### src/rtl/adc_seq_pkg.sv
package adc_seq_pkg;

  localparam int SCODE_W = 4;
  localparam int SCNT_W  = 11;

  typedef enum logic [1:0] {
    SEQ_ONCE     = 2'b00,
    SEQ_LIST     = 2'b01,
    SEQ_REP_ONE  = 2'b10,
    SEQ_REP_LIST = 2'b11
  } seq_mode_e;

  typedef enum logic [1:0] {
    TRG_SOFT = 2'b00,
    TRG_TA1  = 2'b01,
    TRG_TB0  = 2'b10,
    TRG_TB1  = 2'b11
  } trig_src_e;

  typedef enum logic [1:0] {
    PH_IDLE    = 2'b00,
    PH_SAMPLE  = 2'b01,
    PH_CONVERT = 2'b10
  } phase_e;

  // Sample length in converter-clock cycles for a 4-bit code.
  function automatic logic [SCNT_W-1:0] samp_len(input logic [SCODE_W-1:0] code);
    logic [SCNT_W-1:0] len;
    case (code)
      4'd0:  len = 11'd4;
      4'd1:  len = 11'd8;
      4'd2:  len = 11'd16;
      4'd3:  len = 11'd32;
      4'd4:  len = 11'd64;
      4'd5:  len = 11'd96;
      4'd6:  len = 11'd128;
      4'd7:  len = 11'd192;
      4'd8:  len = 11'd256;
      4'd9:  len = 11'd384;
      4'd10: len = 11'd512;
      4'd11: len = 11'd768;
      default: len = 11'd1024;
    endcase
    return len;
  endfunction

endpackage

### src/rtl/adc_trig_pick.sv
module adc_trig_pick
  import adc_seq_pkg::*;
#(
  parameter int NSRC = 4,
  localparam int SEL_W = $clog2(NSRC)
) (
  input  logic             clk,
  input  logic             rst_n,
  input  logic [SEL_W-1:0] sel,
  input  logic [NSRC-1:0]  src,
  output logic             trig_raw,
  output logic             trig_rise
);

  logic prev_q;

  assign trig_raw  = src[sel];
  assign trig_rise = trig_raw & ~prev_q;

  always_ff @(posedge clk) begin
    if (!rst_n) prev_q <= 1'b0;
    else        prev_q <= trig_raw;
  end

  // a low-to-high step of a stable selection is reported as an edge
  assert_edge_seen_R2: assert property (@(posedge clk) disable iff (!rst_n)
    (trig_raw && !$past(trig_raw) && $stable(sel) && $past(rst_n)) |-> trig_rise);

endmodule

### src/rtl/adc_samp_timer.sv
module adc_samp_timer
  import adc_seq_pkg::*;
(
  input  logic               clk,
  input  logic               rst_n,
  input  logic               load,
  input  logic [SCODE_W-1:0] code,
  input  logic               run,
  output logic               expire
);

  logic [SCNT_W-1:0] count_q;

  always_ff @(posedge clk) begin
    if (!rst_n)                         count_q <= '0;
    else if (load)                      count_q <= samp_len(code);
    else if (run && count_q != '0)      count_q <= count_q - 1'b1;
  end

  assign expire = run && (count_q == SCNT_W'(1));

  // the counter never holds more than the longest window
  assert_no_overflow_R4: assert property (@(posedge clk) disable iff (!rst_n)
    count_q <= SCNT_W'(1024));

endmodule

### src/rtl/adc_seq_fsm.sv
module adc_seq_fsm
  import adc_seq_pkg::*;
#(
  parameter int NSLOT = 16,
  localparam int SLOT_W = $clog2(NSLOT)
) (
  input  logic              clk,
  input  logic              rst_n,
  input  logic              enabled,
  input  logic              trig_rise,
  input  logic              trig_raw,
  input  logic              soft_src,
  input  logic              pulse_mode,
  input  logic              multi_conv,
  input  logic [1:0]        seq_mode,
  input  logic [SLOT_W-1:0] start_slot,
  input  logic [NSLOT-1:0]  slot_last,
  input  logic              timer_expire,
  input  logic              eng_done,
  output phase_e            phase,
  output logic [SLOT_W-1:0] cur_slot,
  output logic [SLOT_W-1:0] load_slot,
  output logic              timer_load,
  output logic              eng_start,
  output logic              store_valid,
  output logic [SLOT_W-1:0] store_slot,
  output logic              sw_clr,
  output logic              samp_win
);

  phase_e            phase_q;
  logic [SLOT_W-1:0] slot_q;
  logic              mid_q;
  logic              pulse_q;

  // named internal events
  logic              accept;
  logic              done_now;
  logic              is_last;
  logic              seq_over;
  logic              chain;
  logic              steps_on;
  logic [SLOT_W-1:0] step_slot;
  logic [SLOT_W-1:0] follow_slot;
  logic [SLOT_W-1:0] launch_slot;
  seq_mode_e         mode;

  assign mode      = seq_mode_e'(seq_mode);
  assign accept    = (phase_q == PH_IDLE) && enabled && trig_rise;
  assign done_now  = (phase_q == PH_CONVERT) && eng_done;
  assign is_last   = slot_last[slot_q];
  assign step_slot = (slot_q == SLOT_W'(NSLOT-1)) ? '0 : slot_q + 1'b1;
  assign launch_slot = mid_q ? slot_q : start_slot;

  always_comb begin
    follow_slot = start_slot;
    seq_over    = 1'b0;
    steps_on    = 1'b0;
    case (mode)
      SEQ_ONCE: begin
        seq_over = 1'b1;
      end
      SEQ_LIST: begin
        seq_over    = is_last;
        steps_on    = !is_last;
        follow_slot = is_last ? start_slot : step_slot;
      end
      SEQ_REP_ONE: begin
        follow_slot = slot_q;
      end
      default: begin
        steps_on    = !is_last;
        follow_slot = is_last ? start_slot : step_slot;
      end
    endcase
  end

  assign chain      = multi_conv && pulse_q && (mode != SEQ_ONCE) && !seq_over && enabled;
  assign timer_load = (accept && pulse_mode) || (done_now && chain);
  assign load_slot  = accept ? launch_slot : follow_slot;

  always_ff @(posedge clk) begin
    if (!rst_n) begin
      phase_q     <= PH_IDLE;
      slot_q      <= '0;
      mid_q       <= 1'b0;
      pulse_q     <= 1'b0;
      eng_start   <= 1'b0;
      store_valid <= 1'b0;
      store_slot  <= '0;
      sw_clr      <= 1'b0;
    end else begin
      eng_start   <= 1'b0;
      store_valid <= 1'b0;
      sw_clr      <= 1'b0;
      case (phase_q)
        PH_IDLE: begin
          if (!enabled) mid_q <= 1'b0;
          if (accept) begin
            slot_q  <= launch_slot;
            pulse_q <= pulse_mode;
            sw_clr  <= soft_src;
            phase_q <= PH_SAMPLE;
          end
        end
        PH_SAMPLE: begin
          if (pulse_q ? timer_expire : !trig_raw) begin
            eng_start <= 1'b1;
            phase_q   <= PH_CONVERT;
          end
        end
        PH_CONVERT: begin
          if (eng_done) begin
            store_valid <= 1'b1;
            store_slot  <= slot_q;
            if (!enabled || seq_over) begin
              mid_q   <= 1'b0;
              phase_q <= PH_IDLE;
            end else begin
              mid_q   <= steps_on;
              slot_q  <= follow_slot;
              phase_q <= chain ? PH_SAMPLE : PH_IDLE;
            end
          end
        end
        default: phase_q <= PH_IDLE;
      endcase
    end
  end

  assign phase    = phase_q;
  assign cur_slot = slot_q;
  assign samp_win = (phase_q == PH_SAMPLE) && (pulse_q || trig_raw);

  // an idle, disabled block stays idle
  assert_gate_idle_R3: assert property (@(posedge clk) disable iff (!rst_n)
    (phase_q == PH_IDLE && !enabled) |=> (phase_q == PH_IDLE));

  // a timed window ends with a start strobe
  assert_win_start_R4: assert property (@(posedge clk) disable iff (!rst_n)
    (pulse_q && $fell(samp_win)) |-> eng_start);

  // a store always follows a done seen while converting
  assert_store_done_R13: assert property (@(posedge clk) disable iff (!rst_n)
    store_valid |-> ($past(eng_done) && $past(phase_q) == PH_CONVERT));

  // start and store strobes never coincide
  assert_no_overlap_R13: assert property (@(posedge clk) disable iff (!rst_n)
    $onehot0({eng_start, store_valid}));

  // single-conversion mode goes idle after the store
  assert_once_idle_R7: assert property (@(posedge clk) disable iff (!rst_n)
    (done_now && mode == SEQ_ONCE) |=> (phase_q == PH_IDLE));

  // the clear request follows an accepted edge
  assert_clr_edge_R2: assert property (@(posedge clk) disable iff (!rst_n)
    sw_clr |-> ($past(trig_rise) && $past(soft_src)));

endmodule

### src/rtl/adc_seq_ctrl.sv
module adc_seq_ctrl
  import adc_seq_pkg::*;
#(
  parameter int NSLOT = 16,
  parameter int CH_W  = 4,
  localparam int SLOT_W = $clog2(NSLOT),
  localparam int HALF   = NSLOT / 2
) (
  input  logic                  clk,
  input  logic                  rst_n,
  input  logic                  conv_on,
  input  logic                  conv_en,
  input  logic                  sw_start,
  input  logic                  trig_ta1,
  input  logic                  trig_tb0,
  input  logic                  trig_tb1,
  input  logic [1:0]            trig_sel,
  input  logic [1:0]            seq_mode,
  input  logic                  multi_conv,
  input  logic                  pulse_mode,
  input  logic [SCODE_W-1:0]    samp_lo_code,
  input  logic [SCODE_W-1:0]    samp_hi_code,
  input  logic [SLOT_W-1:0]     start_slot,
  input  logic [NSLOT*CH_W-1:0] slot_chan,
  input  logic [NSLOT-1:0]      slot_last,
  input  logic                  eng_done,
  output logic                  sw_start_clr,
  output logic                  samp_win,
  output logic                  eng_start,
  output logic [CH_W-1:0]       eng_chan,
  output logic                  store_valid,
  output logic [SLOT_W-1:0]     store_slot,
  output logic [CH_W-1:0]       store_chan,
  output logic                  busy
);

  logic              enabled;
  logic              trig_raw;
  logic              trig_rise;
  logic              soft_src;
  logic              timer_load;
  logic              timer_expire;
  logic              run;
  logic [SLOT_W-1:0] cur_slot;
  logic [SLOT_W-1:0] load_slot;
  logic [SCODE_W-1:0] load_code;
  phase_e            phase;
  logic [CH_W-1:0]   chan_tbl [NSLOT];

  assign enabled  = conv_on & conv_en;
  assign soft_src = (trig_src_e'(trig_sel) == TRG_SOFT);

  genvar g;
  generate
    for (g = 0; g < NSLOT; g++) begin : g_chan
      assign chan_tbl[g] = slot_chan[g*CH_W +: CH_W];
    end
  endgenerate

  adc_trig_pick #(.NSRC(4)) u_trig (
    .clk       (clk),
    .rst_n     (rst_n),
    .sel       (trig_sel),
    .src       ({trig_tb1, trig_tb0, trig_ta1, sw_start}),
    .trig_raw  (trig_raw),
    .trig_rise (trig_rise)
  );

  assign load_code = (int'(load_slot) >= HALF) ? samp_hi_code : samp_lo_code;
  assign run       = (phase == PH_SAMPLE);

  adc_samp_timer u_timer (
    .clk    (clk),
    .rst_n  (rst_n),
    .load   (timer_load),
    .code   (load_code),
    .run    (run),
    .expire (timer_expire)
  );

  adc_seq_fsm #(.NSLOT(NSLOT)) u_fsm (
    .clk          (clk),
    .rst_n        (rst_n),
    .enabled      (enabled),
    .trig_rise    (trig_rise),
    .trig_raw     (trig_raw),
    .soft_src     (soft_src),
    .pulse_mode   (pulse_mode),
    .multi_conv   (multi_conv),
    .seq_mode     (seq_mode),
    .start_slot   (start_slot),
    .slot_last    (slot_last),
    .timer_expire (timer_expire),
    .eng_done     (eng_done),
    .phase        (phase),
    .cur_slot     (cur_slot),
    .load_slot    (load_slot),
    .timer_load   (timer_load),
    .eng_start    (eng_start),
    .store_valid  (store_valid),
    .store_slot   (store_slot),
    .sw_clr       (sw_start_clr),
    .samp_win     (samp_win)
  );

  assign eng_chan   = chan_tbl[cur_slot];
  assign store_chan = chan_tbl[store_slot];
  assign busy       = (phase != PH_IDLE);

endmodule

### config.mk
export PLATFORM = sky130hd
export DESIGN_NAME = adc_seq_ctrl
export DESIGN_NICKNAME = d
export VERILOG_FILES = /design/src/rtl/adc_seq_pkg.sv /design/src/rtl/adc_trig_pick.sv /design/src/rtl/adc_samp_timer.sv /design/src/rtl/adc_seq_fsm.sv /design/src/rtl/adc_seq_ctrl.sv
export SDC_FILE = /design/constraint.sdc
export NUM_CORES = 1
export LEC_CHECK = 0
export BUFFER_PORTS_ARGS = -buffer_cell sky130_fd_sc_hd__clkbuf_2
export CAP_MARGIN = 20
export CELL_PAD_IN_SITES_DETAIL_PLACEMENT = 0
export CELL_PAD_IN_SITES_GLOBAL_PLACEMENT = 2
export CORE_AREA = 2 2 160 84
export CTS_CLUSTER_DIAMETER = 100
export CTS_CLUSTER_SIZE = 20
export DETAILED_ROUTE_END_ITERATION = 16
export DIE_AREA = 0 0 162 86
export PLACE_DENSITY_LB_ADDON = 0.2
export SLEW_MARGIN = 5
export SYNTH_ARGS = -nofsm -noshare
export SYNTH_HDL_FRONTEND = slang
export SYNTH_HIERARCHICAL = 1
export SYNTH_SLANG_ARGS = --single-unit
### constraint.sdc
create_clock -name clk -period 3.1 [get_ports clk]
set_input_delay 0.465 -clock clk [delete_from_list [all_inputs] [get_ports clk]]
set_output_delay 0.465 -clock clk [all_outputs]
set_load 0.01 [all_outputs]
==> results of run 1 <==
==> worst max-delay path by stage <==
stage | startpoint | endpoint
2_1_floorplan | trig_sel[0] | u_timer/count_q[4]
3_3_place_gp | trig_sel[0] | u_timer/count_q[4]
3_5_place_dp | trig_sel[0] | u_timer/count_q[4]
4_1_cts | u_fsm/cur_slot[1] | u_timer/count_q[3]
5_1_grt | u_fsm/cur_slot[1] | u_timer/count_q[6]
6_report | u_fsm/cur_slot[1] | u_timer/count_q[7]
==> critical path, cell delays in order (launching register included) <==
cell and delay [ns]:
dfxtp_2 0.35, buf_12 0.14, mux2i_1 0.12, mux4_2 0.51
mux2i_4 0.18, mux2i_2 0.29, a31oi_2 0.14, buf_4 0.17
mux2_4 0.34, nor2b_2 0.18, a32o_1 0.23, a21oi_1 0.13
a21boi_1 0.08
==> stage by stage <==
step / total power, mW / area [µm²] / TNS (ns) / utilization
after floorplan: 0.694 / 3130 / 0 / -
after global placement: 0.888 / 4020 / -0.975 / 0.324
after detailed placement: 0.886 / 4020 / -1.38 / 0.324
after CTS: 1.21 / 4110 / 0 / 0.331
after global routing: 1.29 / 4160 / 0 / 0.335
final: 1.21 / 4160 / 0 / 0.335
==> state kept, by name, indices dropped and copies added (netlist names) <==
name / flops
u_fsm/phase: 2
u_fsm/store_valid: 1
u_timer/count_q: 11
u_trig/prev_q: 1
u_fsm/cur_slot: 4
u_fsm/mid_q: 1
u_fsm/sw_clr: 1
u_fsm/eng_start: 1
u_fsm/store_slot: 4
u_fsm/pulse_q: 1
==> cell usage in the layout, fill, tap and decap left out, types with 3 or more instances in the layout <==
cell         n
clkbuf_2   123
buf_4       29
mux4_1      28
nand2_1     27
nand3_1     27
dfxtp_1     26
nor2_1      23
a21oi_1     16
mux2i_1     13
inv_1       12
o21ai_0      9
nor2b_1      8
a22oi_1      8
mux4_2       7
nand3b_1     6
nor3_1       6
nand2b_1     5
mux2_2       4
nand4_1      4
clkbuf_16    3
and3_1       3
o31ai_1      3
o22ai_1      3
ha_1         3
a32o_1       3
==> layout make-up <==
class,instances,area [µm²]
Clock buffer,3,75.1
Sequential cell,27,542
Fill cell,1309,8250
Multi-Input combinational cell,258,2410
Timing Repair Buffer,154,865
Inverter,12,45.0
Clock inverter,1,5.00
Tap cell,170,213
==> power breakdown <==
part	switching [mW]	total, mW	internal, mW
combinational	0.246	0.515	0.269
clock	0.138	0.313	0.175
sequential	0.0193	0.381	0.362
==> timing repair <==
item                                   in CTS  in global routing
setup buffers                               0                  0
resized for setup                           4                 11
endpoints found under the hold margin       0                  0
setup endpoints to repair                   4                  8
pin swaps                                   1                  2
==> metal layers <==
layer / wire, µm / part of all wire / vias to the layer above
met3: 900 / 0.079 / 4
met4: 47 / 0.0041 / 0
met2: 4230 / 0.37 / 139
met5: 0 / 0 / -
li1: - / - / 1556
met1: 6210 / 0.55 / 1596
==> impl_results.md, run 1 <==
* Run status: finished clean
* Critical Path End Type: register
* Grt peak-use layer: met1
* DR DRC count at 0
* Worst IR drop on VDD at 0.000191 V
* Critical Path Start Type: register
* Crit Path Class: register to register
* Iteration-0 DRC Markers at between 200 and 300
* Antenna violations before repair at 0
* R2R Path Start: u_fsm/cur_slot[1]
* Post-synth net total at 429
* Endpoints failing setup at 0
* Routed WL at 11,400 µm
* Initial Util at 0.252
* CTS buffer count at 3
* Std cell rows at 29
* Core Area at roughly 12,000 µm²
* Cells after synthesis at 319
* Worst Tran Pin Value at 0.832 ns
* RSZ-0062 raised after global routing: false
* Final Max Tran Viols at 0
* Pwr Density at between 200 and 300 nW/µm²
* Clock tree sinks at 27
* Tcrit/Tclk final at 0.968
* Worst Path Arrival at 3.17 ns
* Met1 Use GR at 0.264
* Worst R2R Path Depth at 12
* First-pass GRT wire length at between 15,000 and 20,000 µm
* Final Hold Fails at 0
* Via count at around 3,300
* Hold EP: u_fsm/pulse_q
* Ratio of cells with drive above 1 in the final layout at 0.418
* Leakage power at 1.72 nW
* HP Start: pulse_mode
* Routing usage on met3 at 0.0411
* H-tree Lvls at 1
* Top Ports at 124
* TritonRoute pass-1 iters at 5
* Post-Place Worst Slack at -0.284 ns
* Antenna diode count at 0
* Worst-case clock skew at 0.00830 ns
* Hold_ws at 0.459 ns
* Final min period at approximately 3 ns
* PnR worst setup slack at 0.0993 ns
* Hold buffer count at cts at 0
* Post-route insts no fill at 625
* Max Buffers Root-to-Sink at 2
* Grt ovf at 0
* Largest net degree at the start of global routing at 21
* Cell area after synthesis at around 3100 µm²
* Vias in the first global route at 3,120
* Syn_area_per_cell at 9.82 µm²
* GPL Wtd Cong at 0.813
* Synthesis Warnings at 6
* RR Endpoint: u_timer/count_q[7]
* Antenna Nets Post-Route at 0
* GRT Total Usage at 0.162
* Post-DR vias/cell at 5.27
* # placed instances at a little over 600
* HP Class: input pin to register
* CP Data Required Time at 3.27 ns
* Worst-path clk slew at ~0.080 ns
* DR WL/cell at 18.2 µm
* CTS tree: yes
* Later-pin clock latency in the skew report at approximately 0.27 ns
* WHS Path Cells at 3
* Critical path peak fanout at 9
* Max-cap violation count at 0
* GR met2 Demand/Resource at 0.214
* Dpl hpwl at 9330 µm
* Relative slew slack at 0.443
* Fmax at 333 MHz
* Reg-to-reg slack, setup at 0.1 ns
* CTS Root Cell: clkbuf_16
* Port bufs at 123
* Die W at about 160 µm
* DIE HEIGHT at 86 µm
* Nets at 566
* DIE AREA at ~14,000 µm²
* P&R area growth vs syn at 32.6%
Power figures use the tool's default switching activity.
==> inputs of run 2 (changes only) <==
- CORE_AREA: 2 2 160 84 -> 3 3 158 83
- CTS_BUF_LIST: default -> sky130_fd_sc_hd__clkbuf_2 sky130_fd_sc_hd__clkbuf_4 sky130_fd_sc_hd__clkbuf_8
- DIE_AREA: 0 0 162 86 -> 0 0 161 86
==> run 2 against run 1 <==
Effect of this change: sequential cell count unchanged; highest routed layer unchanged; power shrank 10%; die area is 0.62% lower; sequential power hardly changed; global-route usage fell by 1.6 points.
==> impl_results.md, run 2 (synthesized netlist as in run 1, its figures left out) <==
* Crit Path Class: register to register (unchanged)
* Iteration-0 DRC Markers at 199 (was 253)
* CTS tree: yes (unchanged)
* Core Area at 11,800 µm² (was 12,400 µm²)
* Port bufs at 123 (unchanged)
* Post-CTS setup buffers at 0 (unchanged)
* RSZ-0062 raised after global routing: true (was false)
* Later-pin clock latency in the skew report at 0.29 ns (was 0.27 ns)
* Leakage power at 1.64 nW (was 1.72 nW)
* Die W at 161 µm (was 162 µm)
* Endpoints failing setup at 0 (unchanged)
* Grt ovf at 0 (unchanged)
* GRT Total Usage at 0.146 (was 0.162)
* Final min period at 2.96 ns (was 3.00 ns)
* TritonRoute pass-1 iters at 4 (was 5)
* Dpl hpwl at 8280 µm (was 9330 µm)
* Largest register FFs at 11 (unchanged)
* Antenna violations before repair at 0 (unchanged)
* Initial Util at 0.266 (was 0.252)
* Std cell rows at 28 (was 29)
* Worst-case clock skew at 0.00762 ns (was 0.00830 ns)
* PnR worst setup slack at 0.139 ns (was 0.0993 ns)
* Hold_ws at 0.450 ns (was 0.459 ns)
* P&R area growth vs syn at 27.3% (was 32.6%)
* Post-Place Worst Slack at -0.164 ns (was -0.284 ns)
* Final Hold Fails at 0 (unchanged)
* HP Class: input pin to register (unchanged)
* Vias in the first global route at 3,241 (was 3,120)
* Run status: finished clean (unchanged)
* Largest net degree at the start of global routing at 20 (was 21)
* Clock tree sinks at 27 (unchanged)
* Routed WL at 10,500 µm (was 11,400 µm)
* CTS buffer count at 3 (unchanged)
* Max Buffers Root-to-Sink at 2 (unchanged)
* Post-route insts no fill at 609 (was 625)
* Critical Path End Type: register (unchanged)
* Relative slew slack at 0.491 (was 0.443)
* Nets at 555 (was 566)
* DR DRC count at 0 (unchanged)
* Worst Path Arrival at 3.19 ns (was 3.17 ns)
* Most common cell after layout, fill and taps aside: clkbuf_2 (unchanged)
* Resize count post-CTS at 0 (was 4)
* Commonest cells after routing, fill and taps aside: clkbuf_2 (123), mux4_1 (28), nand3_1 (28), nand2_1 (27), dfxtp_1 (27) (was clkbuf_2 (123), buf_4 (29), mux4_1 (28), nand2_1 (27), nand3_1 (27))
* Via count at 3,208 (was 3,295)
* Tcrit/Tclk final at 0.955 (was 0.968)
* H-tree Lvls at 1 (unchanged)
* Critical Path Start Type: register (unchanged)
* First-pass GRT wire length at 16,400 µm (was 17,700 µm)
* Ratio of cells with drive above 1 in the final layout at 0.394 (was 0.418)
* Antenna diode count at 0 (unchanged)
* DIE HEIGHT at 86 µm (unchanged)
* Top reg by flops: u_timer/count_q (unchanged)
* Fmax at 338 MHz (was 333 MHz)
* Final Max Tran Viols at 0 (unchanged)
* Worst IR drop on VDD at 0.000128 V (was 0.000191 V)
* Pwr Density at 273 nW/µm² (was 291 nW/µm²)
* Hold buffer count at cts at 0 (unchanged)
* Critical path peak fanout at 8 (was 9)
* CTS Root Cell: clkbuf_8 (was clkbuf_16)
* Max-cap violation count at 0 (unchanged)
* DR WL/cell at 17.2 µm (was 18.2 µm)
* Worst Tran Pin Value at 0.762 ns (was 0.832 ns)
* Top Ports at 124 (unchanged)
* # placed instances at 605 (was 621)
* CP Data Required Time at 3.33 ns (was 3.27 ns)
* GPL Wtd Cong at 0.806 (was 0.813)
* Worst-path clk slew at 0.10 ns (was 0.08 ns)
* DIE AREA at 13,800 µm² (was 13,900 µm²)
* Post-DR vias/cell at 5.27 (about the same)
* Antenna Nets Post-Route at 0 (unchanged)
[run 2: final cells by class]
cell class,instances,area [µm²]
fill,1242,7780
multi-input combinational,258,2380
timing repair buffer,143,766
sequential,27,541
tap,165,206
clock buffer,4,48.8
inverter,12,45.0
[run 2: path summary, 6_finish.rpt]
check	from	depth (start not counted)	slack (ns)	endpoint
max	u_fsm/cur_slot[1]	12	0.14	u_timer/count_q[3]
min	pulse_mode	3	0.45	u_fsm/pulse_q
min reg2reg	u_timer/count_q[10]	2	0.50	u_timer/count_q[10]
max reg2reg	u_fsm/cur_slot[1]	12	0.14	u_timer/count_q[3]
[run 2: report_power, final]
group | leakage [nW] | total [mW] | switching [mW] | internal (mW)
clock | 0.0262 | 0.228 | 0.126 | 0.102
combinational | 1.40 | 0.480 | 0.229 | 0.251
sequential | 0.219 | 0.380 | 0.0189 | 0.361
total | 1.64 | 1.09 | 0.374 | 0.714
[run 2: worst max-delay path, cell delays in order, from the launching register on]
cell	delay (ns)
dfxtp_1	0.32
buf_4	0.16
mux2i_1	0.12
mux4_2	0.52
mux2i_4	0.20
mux2i_2	0.27
a31oi_1	0.12
buf_4	0.16
mux2_2	0.31
nor2b_2	0.19
nand3_1	0.16
a2bb2oi_1	0.19
o2111a_1	0.18
[run 2: stage by stage]
| step | power [mW] | TNS, ns | instance area, µm² | util |
|---|---|---|---|---|
| after CTS | 1.10 | 0 | 3960 | 0.337 |
| final | 1.09 | 0 | 3990 | 0.339 |
| after floorplan | 0.694 | 0 | 3130 | - |
| after global placement | 0.855 | -0.208 | 3920 | 0.333 |
| after detailed placement | 0.861 | -0.607 | 3920 | 0.333 |
| after global routing | 1.17 | -0.0654 | 3990 | 0.339 |
[run 2: metal layers]
| metal | share of wire | GRT usage |
|---|---|---|
| met1 | 0.43 | 0.175 |
| met2 | 0.49 | 0.276 |
| met3 | 0.067 | 0.0338 |
| met4 | 0.0090 | 0.0195 |
| met5 | 0 | 0 |
==> inputs of run 3 (changes only) <==
- RECOVER_POWER: default -> 50
==> run 3 against run 2 <==
Effect of this change: combinational power hardly changed; clock-buffer cell count unchanged; first-iteration DRC count increased by 1.0%; via count is 0.37% higher; critical path type unchanged; highest routed layer unchanged.
==> impl_results.md, run 3 (synthesized netlist as in run 1, its figures left out) <==
* Die W at 161 µm (unchanged)
* Ratio of cells with drive above 1 in the final layout at 0.369 (was 0.394)
* Worst-case clock skew at 0.00797 ns (was 0.00762 ns)
* DIE AREA at 13,800 µm² (unchanged)
* Placed instance area at 3920 µm² (unchanged)
* Routed WL at 10,500 µm (about the same)
* Max Buffers Root-to-Sink at 2 (unchanged)
* CTS tree: yes (unchanged)
* Top reg by flops: u_timer/count_q (unchanged)
* GPL Wtd Cong at 0.806 (unchanged)
* Endpoints failing setup at 0 (unchanged)
* Crit Path Class: register to register (unchanged)
* Tcrit/Tclk final at 0.955 (about the same)
* RSZ-0062 raised after global routing: true (unchanged)
* Final Hold Fails at 0 (unchanged)
* Nets at 555 (unchanged)
* Post-CTS setup buffers at 0 (unchanged)
* Pwr Density at 274 nW/µm² (was 273 nW/µm²)
* Max-cap violation count at 0 (unchanged)
* Worst Tran Pin Value at 0.808 ns (was 0.762 ns)
* Fmax at 338 MHz (about the same)
* Hold buffer count at cts at 0 (unchanged)
* Final min period at 2.96 ns (about the same)
* Most common cell after layout, fill and taps aside: clkbuf_2 (unchanged)
* Port bufs at 123 (unchanged)
* Post-DR vias/cell at 5.29 (was 5.27)
* Iteration-0 DRC Markers at 201 (was 199)
* Relative slew slack at 0.460 (was 0.491)
* Antenna violations before repair at 0 (unchanged)
* Worst IR drop on VDD at 0.000128 V (about the same)
* DR WL/cell at 17.3 µm (was 17.2 µm)
* Power, Total at 1.09 mW (about the same)
* Run status: finished clean (unchanged)
* Critical Path End Type: register (unchanged)
* DIE HEIGHT at 86 µm (unchanged)
* Later-pin clock latency in the skew report at 0.29 ns (about the same)
* P&R area growth vs syn at 26.7% (was 27.3%)
* Largest register FFs at 11 (unchanged)
* # placed instances at 605 (unchanged)
* H-tree Lvls at 1 (unchanged)
* Critical path peak fanout at 8 (unchanged)
* Post-route insts no fill at 609 (unchanged)
* First-pass GRT wire length at 16,400 µm (unchanged)
* Grt ovf at 0 (unchanged)
* Via count at 3,220 (was 3,208)
* Top Ports at 124 (unchanged)
* Dpl hpwl at 8280 µm (unchanged)
* Worst Path Arrival at 3.19 ns (about the same)
* Critical Path Start Type: register (unchanged)
* Resize count post-CTS at 0 (unchanged)
* Std cell rows at 28 (unchanged)
* TritonRoute pass-1 iters at 4 (unchanged)
* Setup_tns at 0 ns (unchanged)
* Largest net degree at the start of global routing at 20 (unchanged)
* Hold_ws at 0.448 ns (was 0.450 ns)
* Antenna Nets Post-Route at 0 (unchanged)
* Clock tree sinks at 27 (unchanged)
* CTS Root Cell: clkbuf_8 (unchanged)
* Design Area, Final at 3970 µm² (was 3990 µm²)
* CP Data Required Time at 3.33 ns (about the same)
* Final Max Tran Viols at 0 (unchanged)
* Worst-path clk slew at 0.11 ns (was 0.10 ns)
* Leakage power at 1.61 nW (was 1.64 nW)
* Antenna diode count at 0 (unchanged)
* Commonest cells after routing, fill and taps aside: clkbuf_2 (114), mux4_1 (28), nand3_1 (28), nand2_1 (27), dfxtp_1 (27) (was clkbuf_2 (123), mux4_1 (28), nand3_1 (28), nand2_1 (27), dfxtp_1 (27))
* Vias in the first global route at 3,241 (unchanged)
* GRT Total Usage at 0.146 (unchanged)
* DR DRC count at 0 (unchanged)
* Core Area at 11,800 µm² (unchanged)
* CTS buffer count at 3 (unchanged)
* HP Class: input pin to register (unchanged)
* Initial Util at 0.266 (unchanged)
-- run 3: cell type report --
type	instances	area (µm²)
fillers	1251	7800
flip-flops and latches	27	541
well taps	165	206
repair buffers	143	747
inverters	12	45.0
multi-input cells	258	2380
clock buffers	4	48.8
-- run 3: stage by stage --
stage | util | worst slack (ns)
floorplan | - | 0.0792
global placement | 0.333 | -0.109
finish | 0.337 | 0.139
CTS | 0.337 | 0.0285
detailed placement | 0.333 | -0.164
global route | 0.337 | -0.0333
-- run 3: final timing paths --
path	from	endpoint	slack [ns]	cells after the start
setup / recovery	u_fsm/cur_slot[1]	u_timer/count_q[3]	0.14	12
hold / removal	pulse_mode	u_fsm/pulse_q	0.45	3
hold reg to reg	u_timer/count_q[10]	u_timer/count_q[10]	0.50	2
setup reg to reg	u_fsm/cur_slot[1]	u_timer/count_q[3]	0.14	12
-- run 3: per-layer routing --
| layer | routed length, µm | part of all wire | global-route usage |
|---|---|---|---|
| met5 | 0 | 0 | 0 |
| met4 | 121 | 0.012 | 0.0195 |
| met3 | 613 | 0.058 | 0.0338 |
| met2 | 5180 | 0.49 | 0.276 |
| met1 | 4600 | 0.44 | 0.175 |
-- run 3: where the power goes --
part / total, mW / switching (mW) / leakage, nW / internal, mW
clock: 0.228 / 0.127 / 0.0262 / 0.102
sequential: 0.380 / 0.0190 / 0.219 / 0.361
combinational: 0.479 / 0.229 / 1.36 / 0.250
total: 1.09 / 0.375 / 1.61 / 0.713
-- run 3: critical path, stage by stage (launching register included) --
cell and delay, ns:
dfxtp_1 0.32, buf_4 0.16, mux2i_1 0.12, mux4_2 0.52
mux2i_4 0.20, mux2i_2 0.27, a31oi_1 0.12, buf_4 0.16
mux2_2 0.31, nor2b_2 0.19, nand3_1 0.16, a2bb2oi_1 0.19
o2111a_1 0.18
